$ cat src/rtl/bitop_pkg.sv
package bitop_pkg;

    typedef enum logic [1:0] {
        BOP_SET = 2'b00,
        BOP_INV = 2'b01,
        BOP_CLR = 2'b10,
        BOP_TST = 2'b11
    } bop_e;

    typedef enum logic [2:0] {
        ST_IDLE   = 3'd0,
        ST_READ   = 3'd1,
        ST_MODIFY = 3'd2,
        ST_WRITE  = 3'd3,
        ST_DONE   = 3'd4
    } bstate_e;

endpackage

$ cat src/rtl/bitop_agen.sv
module bitop_agen #(
    parameter int AW    = 32,
    parameter int DISPW = 16
) (
    input  logic [AW-1:0]    base_i,
    input  logic [DISPW-1:0] disp_i,
    output logic [AW-1:0]    addr_o
);
    localparam int EXTW = AW - DISPW;

    logic [AW-1:0] disp_ext;

    generate
        if (EXTW > 0) begin : g_ext
            assign disp_ext = {{EXTW{disp_i[DISPW-1]}}, disp_i};
        end else begin : g_trunc
            assign disp_ext = disp_i[AW-1:0];
        end
    endgenerate

    // modulo-2^AW sum; carry out discarded on purpose
    assign addr_o = base_i + disp_ext;

endmodule

$ cat src/rtl/bitop_alu.sv
module bitop_alu
    import bitop_pkg::*;
#(
    parameter int DW = 8,
    parameter int IW = $clog2(DW)
) (
    input  bop_e          op_i,
    input  logic [IW-1:0] idx_i,
    input  logic [DW-1:0] byte_i,
    output logic [DW-1:0] byte_o,
    output logic          was_zero_o
);
    logic [DW-1:0] mask;

    generate
        for (genvar g = 0; g < DW; g++) begin : g_mask
            assign mask[g] = (idx_i == IW'(g));
        end
    endgenerate

    always_comb begin
        unique case (op_i)
            BOP_SET: byte_o = byte_i | mask;
            BOP_INV: byte_o = byte_i ^ mask;
            BOP_CLR: byte_o = byte_i & ~mask;
            default: byte_o = byte_i;
        endcase
        was_zero_o = ((byte_i & mask) == '0);
    end

    // only the selected bit may differ between input and output byte
    always_comb begin
        assert ($countones(byte_o ^ byte_i) <= 1)
            else $error("p_single_bit_r4");
    end

endmodule

$ cat src/rtl/bitop_unit.sv
module bitop_unit
    import bitop_pkg::*;
#(
    parameter int AW    = 32,
    parameter int FW    = 8,
    parameter int ZPOS  = 0,
    parameter int DISPW = 16,
    parameter int DW    = 8
) (
    input  logic              clk,
    input  logic              rst_n,
    input  logic              start_i,
    input  logic [1:0]        op_i,
    input  logic [AW-1:0]     base_i,
    input  logic [DISPW-1:0]  disp_i,
    input  logic [2:0]        bit_idx_i,
    input  logic [FW-1:0]     flags_i,
    output logic [FW-1:0]     flags_o,
    output logic              busy_o,
    output logic              done_o,
    output logic              mem_req_o,
    output logic              mem_we_o,
    output logic [AW-1:0]     mem_addr_o,
    output logic [DW-1:0]     mem_wdata_o,
    input  logic [DW-1:0]     mem_rdata_i,
    input  logic              mem_ready_i
);
    localparam int IW = $clog2(DW);

    typedef struct packed {
        bstate_e       state;
        logic [AW-1:0] addr;
        bop_e          op;
        logic [IW-1:0] idx;
        logic [DW-1:0] data;
        logic [FW-1:0] flags_in;
        logic [FW-1:0] flags_out;
    } regs_t;

    regs_t         r_q, r_d;
    logic [AW-1:0] agen_addr;
    logic [DW-1:0] alu_byte;
    logic          alu_zero;

    bitop_agen #(.AW(AW), .DISPW(DISPW)) u_agen (
        .base_i (base_i),
        .disp_i (disp_i),
        .addr_o (agen_addr)
    );

    bitop_alu #(.DW(DW), .IW(IW)) u_alu (
        .op_i       (r_q.op),
        .idx_i      (r_q.idx),
        .byte_i     (r_q.data),
        .byte_o     (alu_byte),
        .was_zero_o (alu_zero)
    );

    always_comb begin
        r_d = r_q;
        unique case (r_q.state)
            ST_IDLE: begin
                if (start_i) begin
                    r_d.addr     = agen_addr;
                    r_d.op       = bop_e'(op_i);
                    r_d.idx      = bit_idx_i[IW-1:0];
                    r_d.flags_in = flags_i;
                    r_d.state    = ST_READ;
                end
            end
            ST_READ: begin
                if (mem_ready_i) begin
                    r_d.data  = mem_rdata_i;
                    r_d.state = ST_MODIFY;
                end
            end
            ST_MODIFY: begin
                r_d.data            = alu_byte;
                r_d.flags_out       = r_q.flags_in;
                r_d.flags_out[ZPOS] = alu_zero;
                r_d.state           = (r_q.op == BOP_TST) ? ST_DONE : ST_WRITE;
            end
            ST_WRITE: begin
                if (mem_ready_i) begin
                    r_d.state = ST_DONE;
                end
            end
            default: begin
                r_d.state = ST_IDLE;
            end
        endcase
    end

    always_ff @(posedge clk or negedge rst_n) begin
        if (!rst_n) begin
            r_q <= '{state: ST_IDLE, op: BOP_SET, default: '0};
        end else begin
            r_q <= r_d;
        end
    end

    assign flags_o     = r_q.flags_out;
    assign busy_o      = (r_q.state != ST_IDLE);
    assign done_o      = (r_q.state == ST_DONE);
    assign mem_req_o   = (r_q.state == ST_READ) || (r_q.state == ST_WRITE);
    assign mem_we_o    = (r_q.state == ST_WRITE);
    assign mem_addr_o  = r_q.addr;
    assign mem_wdata_o = r_q.data;

    // a write is never issued for a test request
    p_test_no_write_r5: assert property (@(posedge clk) disable iff (!rst_n)
        mem_we_o |-> (r_q.op != BOP_TST));

    // a waiting access holds its request, direction, address and data
    p_hold_access_r8: assert property (@(posedge clk) disable iff (!rst_n)
        (mem_req_o && !mem_ready_i) |=>
            (mem_req_o && $stable(mem_we_o) && $stable(mem_addr_o) && $stable(mem_wdata_o)));

    // done lasts one cycle and leaves the unit idle
    p_done_pulse_r8: assert property (@(posedge clk) disable iff (!rst_n)
        done_o |=> (!done_o && !busy_o));

    // flag output moves only on the edge leaving modify
    p_flags_hold_r6: assert property (@(posedge clk) disable iff (!rst_n)
        (r_q.state != ST_MODIFY) |=> $stable(flags_o));

    // a start while busy leaves the captured address alone
    p_ignore_busy_start_r7: assert property (@(posedge clk) disable iff (!rst_n)
        (busy_o && start_i) |=> $stable(mem_addr_o));

    // a read ending is followed by modify, with no request that cycle
    p_single_read_r2: assert property (@(posedge clk) disable iff (!rst_n)
        (mem_req_o && !mem_we_o && mem_ready_i) |=> !mem_req_o);

endmodule

$ cat config.mk
export PLATFORM = sky130hd
export DESIGN_NAME = bitop_unit
export DESIGN_NICKNAME = d
export VERILOG_FILES = /design/src/rtl/bitop_pkg.sv /design/src/rtl/bitop_agen.sv /design/src/rtl/bitop_alu.sv /design/src/rtl/bitop_unit.sv
export SDC_FILE = /design/constraint.sdc
export NUM_CORES = 1
export LEC_CHECK = 0
export BUFFER_PORTS_ARGS = -buffer_cell sky130_fd_sc_hd__buf_4
export CAP_MARGIN = 40
export CORE_UTILIZATION = 40
export CTS_BUF_LIST = sky130_fd_sc_hd__clkbuf_4 sky130_fd_sc_hd__clkbuf_8 sky130_fd_sc_hd__clkbuf_16
export CTS_CLUSTER_SIZE = 20
export DETAILED_ROUTE_END_ITERATION = 10
export PLACE_DENSITY_LB_ADDON = 0.05
export SLEW_MARGIN = 20
export SYNTH_ARGS = -nofsm -noshare
export SYNTH_HDL_FRONTEND = slang
export SYNTH_SLANG_ARGS = --single-unit
$ cat constraint.sdc
create_clock -name clk -period 1.75 [get_ports clk]
set_input_delay 0.4375 -clock clk [delete_from_list [all_inputs] [get_ports clk]]
set_output_delay 0.4375 -clock clk [all_outputs]
set_load 0.02 [all_outputs]
**Word level (Yosys, flattened, before mapping)**

Cells that the tools add are included.

- Add/subtract/negate cells: 1
- Multipliers: 0
- Divide/modulo/power cells: 0
- Order comparisons: 0
- Equality and inequality tests: 18
- Shifts and indexed selects: 0
- Mux-type cells: 8
- Bitwise operators: 5
- Reductions and logical operators: 10

Operator list:

| cell | count |
|---|---|
| $mux W40 | 1 |
| $add A32 B32 Y32 | 1 |
| $pmux W8 S3 | 1 |
| $and A8 B8 Y8 | 2 |
| $pmux W8 S2 | 1 |
| $eq A3 B3 Y1 const B | 5 |
| $eq A3 B2 Y1 const B | 4 |
| $pmux W3 S4 | 1 |
| $mux W3 | 3 |
| $logic_not A8 Y1 | 1 |
| $mux W8 | 1 |
| $not A8 Y8 | 1 |
| $or A8 B8 Y8 | 1 |
| $xor A8 B8 Y8 | 1 |
| $eq A3 B1 Y1 const B | 2 |
| $logic_not A3 Y1 | 2 |
| $reduce_and A3 Y1 | 2 |
| $eq A2 B2 Y1 const B | 2 |
| $ne A2 B2 Y1 const B | 2 |
| $ne A4 B1 Y1 const B | 1 |
| $reduce_bool A3 Y1 | 1 |
| $eq A2 B1 Y1 const B | 1 |
| $logic_not A2 Y1 | 1 |
| $ne A2 B1 Y1 const B | 1 |
| 3 further kinds | 3 |

- Flip-flop bits (word level): 64
- Bits in latches: 0
- Bits in writable memories: 0
- ROM bits: 0
- Input port bits: 73
- Output and inout bits: 52
- Logic and storage cells: 49
- Memories kept: 0

**Longest topological paths before layout**

- Depth after elaboration: 5
- Gate-level depth with buffers: 10
- Depth with buffers taken out: 9

**Cells and area by module**

A second synthesis with hierarchy kept.

- Cells, all modules: 520
- Area total of the unflattened synthesis: 5555.3 µm²

Modules (own cells, without submodules):

| module | times used | cells each | area an instance (µm²) |
|---|---|---|---|
| bitop_unit | 1 | 208 | 3135.5 |
| bitop_agen | 1 | 241 | 1744.2 |
| bitop_alu | 1 | 71 | 675.6 |

**Worst setup path before layout**

OpenSTA, ideal clock, no wires.

- Path kind: input-to-reg
- Start point: input base_i[0]
- End point: register r_q (netlist bit mem_addr_o[22])
- Arrival time: 2.464 ns
- Setup slack: -0.847 ns
- Cell stages on the path: 9
- Cell sequence: ha_1 -> fa_1 -> a21o_2 -> a311o_1 -> a22oi_1 -> nand2b_1 -> a21o_1 -> a211oi_1 -> o31ai_1

- Word-level cells in the longest chain between the ends: 1

RTL lines:

| element | line | text |
|---|---|---|
| start: declaration | bitop_unit.sv:14 | `input logic [AW-1:0] base_i,` |
| $add A32 B32 Y32 | bitop_agen.sv:22 | `assign addr_o = base_i + disp_ext;` |
| end signal: assignment | bitop_unit.sv:98 | `r_q <= r_d;` |
| end: declaration | bitop_unit.sv:40 | `regs_t r_q, r_d;` |

No other way between the ends.
A chain may end at the register's enable or synchronous reset.

**Worst setup path in the final report**

Same ends and word-level chain as after synthesis.

==> results.ini <==
[clock_network]
clockBufferDepth = 2
clockRootBuffer = clkbuf_16
insertion_delay_ns = 0.33
tritoncts = built
htree_levels = 3
clk_pin_slew_worst_paths_ns = 0.06
hold_buffers = 0
numCtsBuffers = 9
cts.sinks = 63

[timing]
post-route-min-period_ns = 2.23
hold_viol_final = 0
finalWorstSetupSlack_ns = -0.484
finalClockSkew_ns = 0.00607
timing.fmax_mhz = 448
tightestPinTransition_ns = 0.402
report.final.slew_viol_count = 0
rsz0062_at_grt = yes
tns_ns = -6.43
setup_violations = 24
period_share_pct = 128
slew_headroom_pct = 73.0

[place]
gp_routability_congestion = 0.842
pre_cts_slack_ns = -0.916
dp.cells = 968
dp_hpwl_um = 11300
port_buffers = 123

[power_and_ir_drop]
p_sw_mw = 4.82
power_switching_share_pct = 42.4
power_leakage_nw = 3.88
p_seq_share_pct = 24.7
ir_drop_uv = 563
pwr-share-comb_pct = 58.0
intPower_mw = 6.54
p_clk_share_pct = 17.3
power.density_nw_per_um2 = 1370

[setup_path]
crit_required_ns = 1.95
rr_startpoint = r_q[26]
start_kind = input pin
crit_path_start = base_i[0]
path_class = in -> reg
crit_fanout = 4
crit_arrival_ns = 2.44
endpoint_kind = flip-flop

[final_layout]
final_layout_size_suffix_gt1_share_pct = 50.2
fillers = 1069
diodes = 0
stdcell_count = 1003
layout.nets = 959
area_growth_pct = 57.9

[detailed_routing]
wl_per_cell_um = 15.3
vias_per_cell = 5.09
ant_nets = 0
drc = 0
first_iter_violations = 192
vias = 5102
dr.pass1.iters = 4
wirelength_um = 15400

[run_status]
outcome = finished with violations
violations = setup timing

[yosys]
yosys_warnings = 0
synth_top_family_by_area = compound AO/OA/AOI/OAI gates
yosys.area_share.xor_xnor_pct = 3.85
yosysUniqueCellTypes = 61
synth_ff_type = dfrtp_1
ys_ff_latch = 63
synth.mux.area_fraction_pct = 2.29
syn_nets = 764
synth_edf_count = 0
syn_area_per_cell_um2 = 8.30
synthSimpleGateAreaFrac_pct = 17.3
yosys.area_share.adder_pct = 14.5
syn_inst = 631
synth_seq_area_share_pct = 30.1
synth-compound-area-share_pct = 20.5
synthArstFlopShare_pct = 100
netlist_area_um2 = 5240

[grt]
gr-total-overflow = 0
grt_pass1_wl_um = 23600
grt_usage_pct = 22.4
grt_pass1_vias = 4871
grt_max_degree = 62
antenna_found_initial = 0

[floorplanning]
start_util_pct = 41.3
die_area_um2 = 13600
io_pins = 125
die_width_um = 116
rows = 41
design.core.area_um2 = 12700
dieHeight_um = 116

[flow_run]
drv_cap = 0

[hold_path]
hp-class = in -> async

final timing paths:
kind                                       end  slack (ns)  depth (start not counted)
worst min-delay path                flags_o[3]       0.008                          1
worst min register to register         r_q[10]        0.48                          2
min in group clk                       r_q[11]        0.30                          3
max in group asynchronous        mem_addr_o[4]        1.24                          2
worst max-delay path            mem_addr_o[22]       -0.48                         10
worst max register to register  mem_wdata_o[0]       -0.03                          6
worst max-delay path: stages:
cell	delay, ns
buf_6	0.10
ha_4	0.15
fa_2	0.37
a21o_4	0.23
a311o_1	0.32
a22oi_2	0.23
nand2b_1	0.11
a21o_1	0.20
a211oi_2	0.20
o31ai_1	0.09
cell type report:
| cell class | count | area, um2 | area share, % |
|---|---|---|---|
| Multi-Input combinational cell | 459 | 3910 | 47.3 |
| Timing Repair Buffer | 265 | 2130 | 25.8 |
| Sequential cell | 63 | 1580 | 19.2 |
| Clock buffer | 9 | 225 | 2.72 |
| Tap cell | 172 | 215 | 2.60 |
| Inverter | 28 | 105 | 1.27 |
| Clock inverter | 7 | 96.3 | 1.17 |
routing by layer:
| metal | share of wire (%) | wire [um] | global-route usage [%] | up-vias |
|---|---|---|---|---|
| met2 | 50 | 7720 | 38.6 | 100 |
| met4 | 1.0 | 155 | 5.73 | 0 |
| li1 | - | - | - | 2547 |
| met5 | 0 | 0 | 0 | - |
| met1 | 46 | 7010 | 29.5 | 2441 |
| met3 | 3.2 | 500 | 2.75 | 14 |
what timing repair did:
| action | 4_1_cts | 5_1_grt |
|---|---|---|
| pin swaps | 27 | 49 |
| setup buffers | 6 | 13 |
| endpoints found under the setup margin | 30 | 38 |
| cloned | 0 | 1 |
| resized for setup | 60 | 93 |
registers in the layout, indices dropped and copies added, names as in the netlist:
register     count
flags_o          8
r_q             15
mem_addr_o      32
mem_wdata_o      8
cells in the final DEF (no fill, tap or decap), types with 8 or more instances in the layout:
| master | count |
|---|---|
| nand4_1 | 8 |
| nor3_1 | 8 |
| a21oi_1 | 37 |
| o21ai_1 | 14 |
| a21o_1 | 11 |
| dfrtp_1 | 57 |
| o21ai_0 | 22 |
| ha_1 | 30 |
| nand2_1 | 96 |
| buf_4 | 236 |
| nor2_1 | 29 |
| xor2_1 | 13 |
| a21oi_2 | 11 |
| inv_1 | 27 |
| clkbuf_16 | 9 |
| buf_6 | 25 |
| nand3_1 | 8 |
| ha_4 | 25 |
synthesized netlist by cell type (12+ instances only):
master,instances,area share (%)
ha_1,59,14
nand2_1,100,7.2
nor2_1,37,2.7
dfrtp_1,63,30
nand3_1,12,1.1
nor3_1,16,1.5
inv_1,28,2.0
o21ai_0,37,3.5
a211oi_1,12,1.7
a21oi_1,49,4.7
xor2_1,14,2.3
buf_4,49,7.0
clkbuf_1,27,1.9
a21o_1,12,1.7
logic make-up (layout without fill, tap and decap cells):
family / count (synthesis) / after routing
mux: 11 / 11
flops: 63 / 63
simple gates: 202 / 203
buf+inv: 110 / 309
xor+xnor: 23 / 23
fa+ha+maj: 60 / 60
compound gates: 162 / 162
metrics by stage:
step                hold slack (ns)  cell area (um2)  utilization, %  power [mW]
detailed placement            0.366             7030            55.5        8.47
global route                 0.0292             8270            65.3        12.2
finish                      0.00817             8270            65.3        11.4
CTS                          0.0134             7670            60.5        10.8
floorplan                     0.142             5460               -        6.79
global placement              0.360             7030            55.5        8.29
power groups by stage:
stage	Sequential, mW	Clock (mW)	Combinational [mW]
after detailed placement	2.78	0	5.69
after global placement	2.74	0	5.55
after global routing	2.90	2.06	7.26
after CTS	2.78	1.99	5.99
after floorplan	2.51	0	4.28
final	2.81	1.96	6.59
Power figures use the tool's default switching activity.
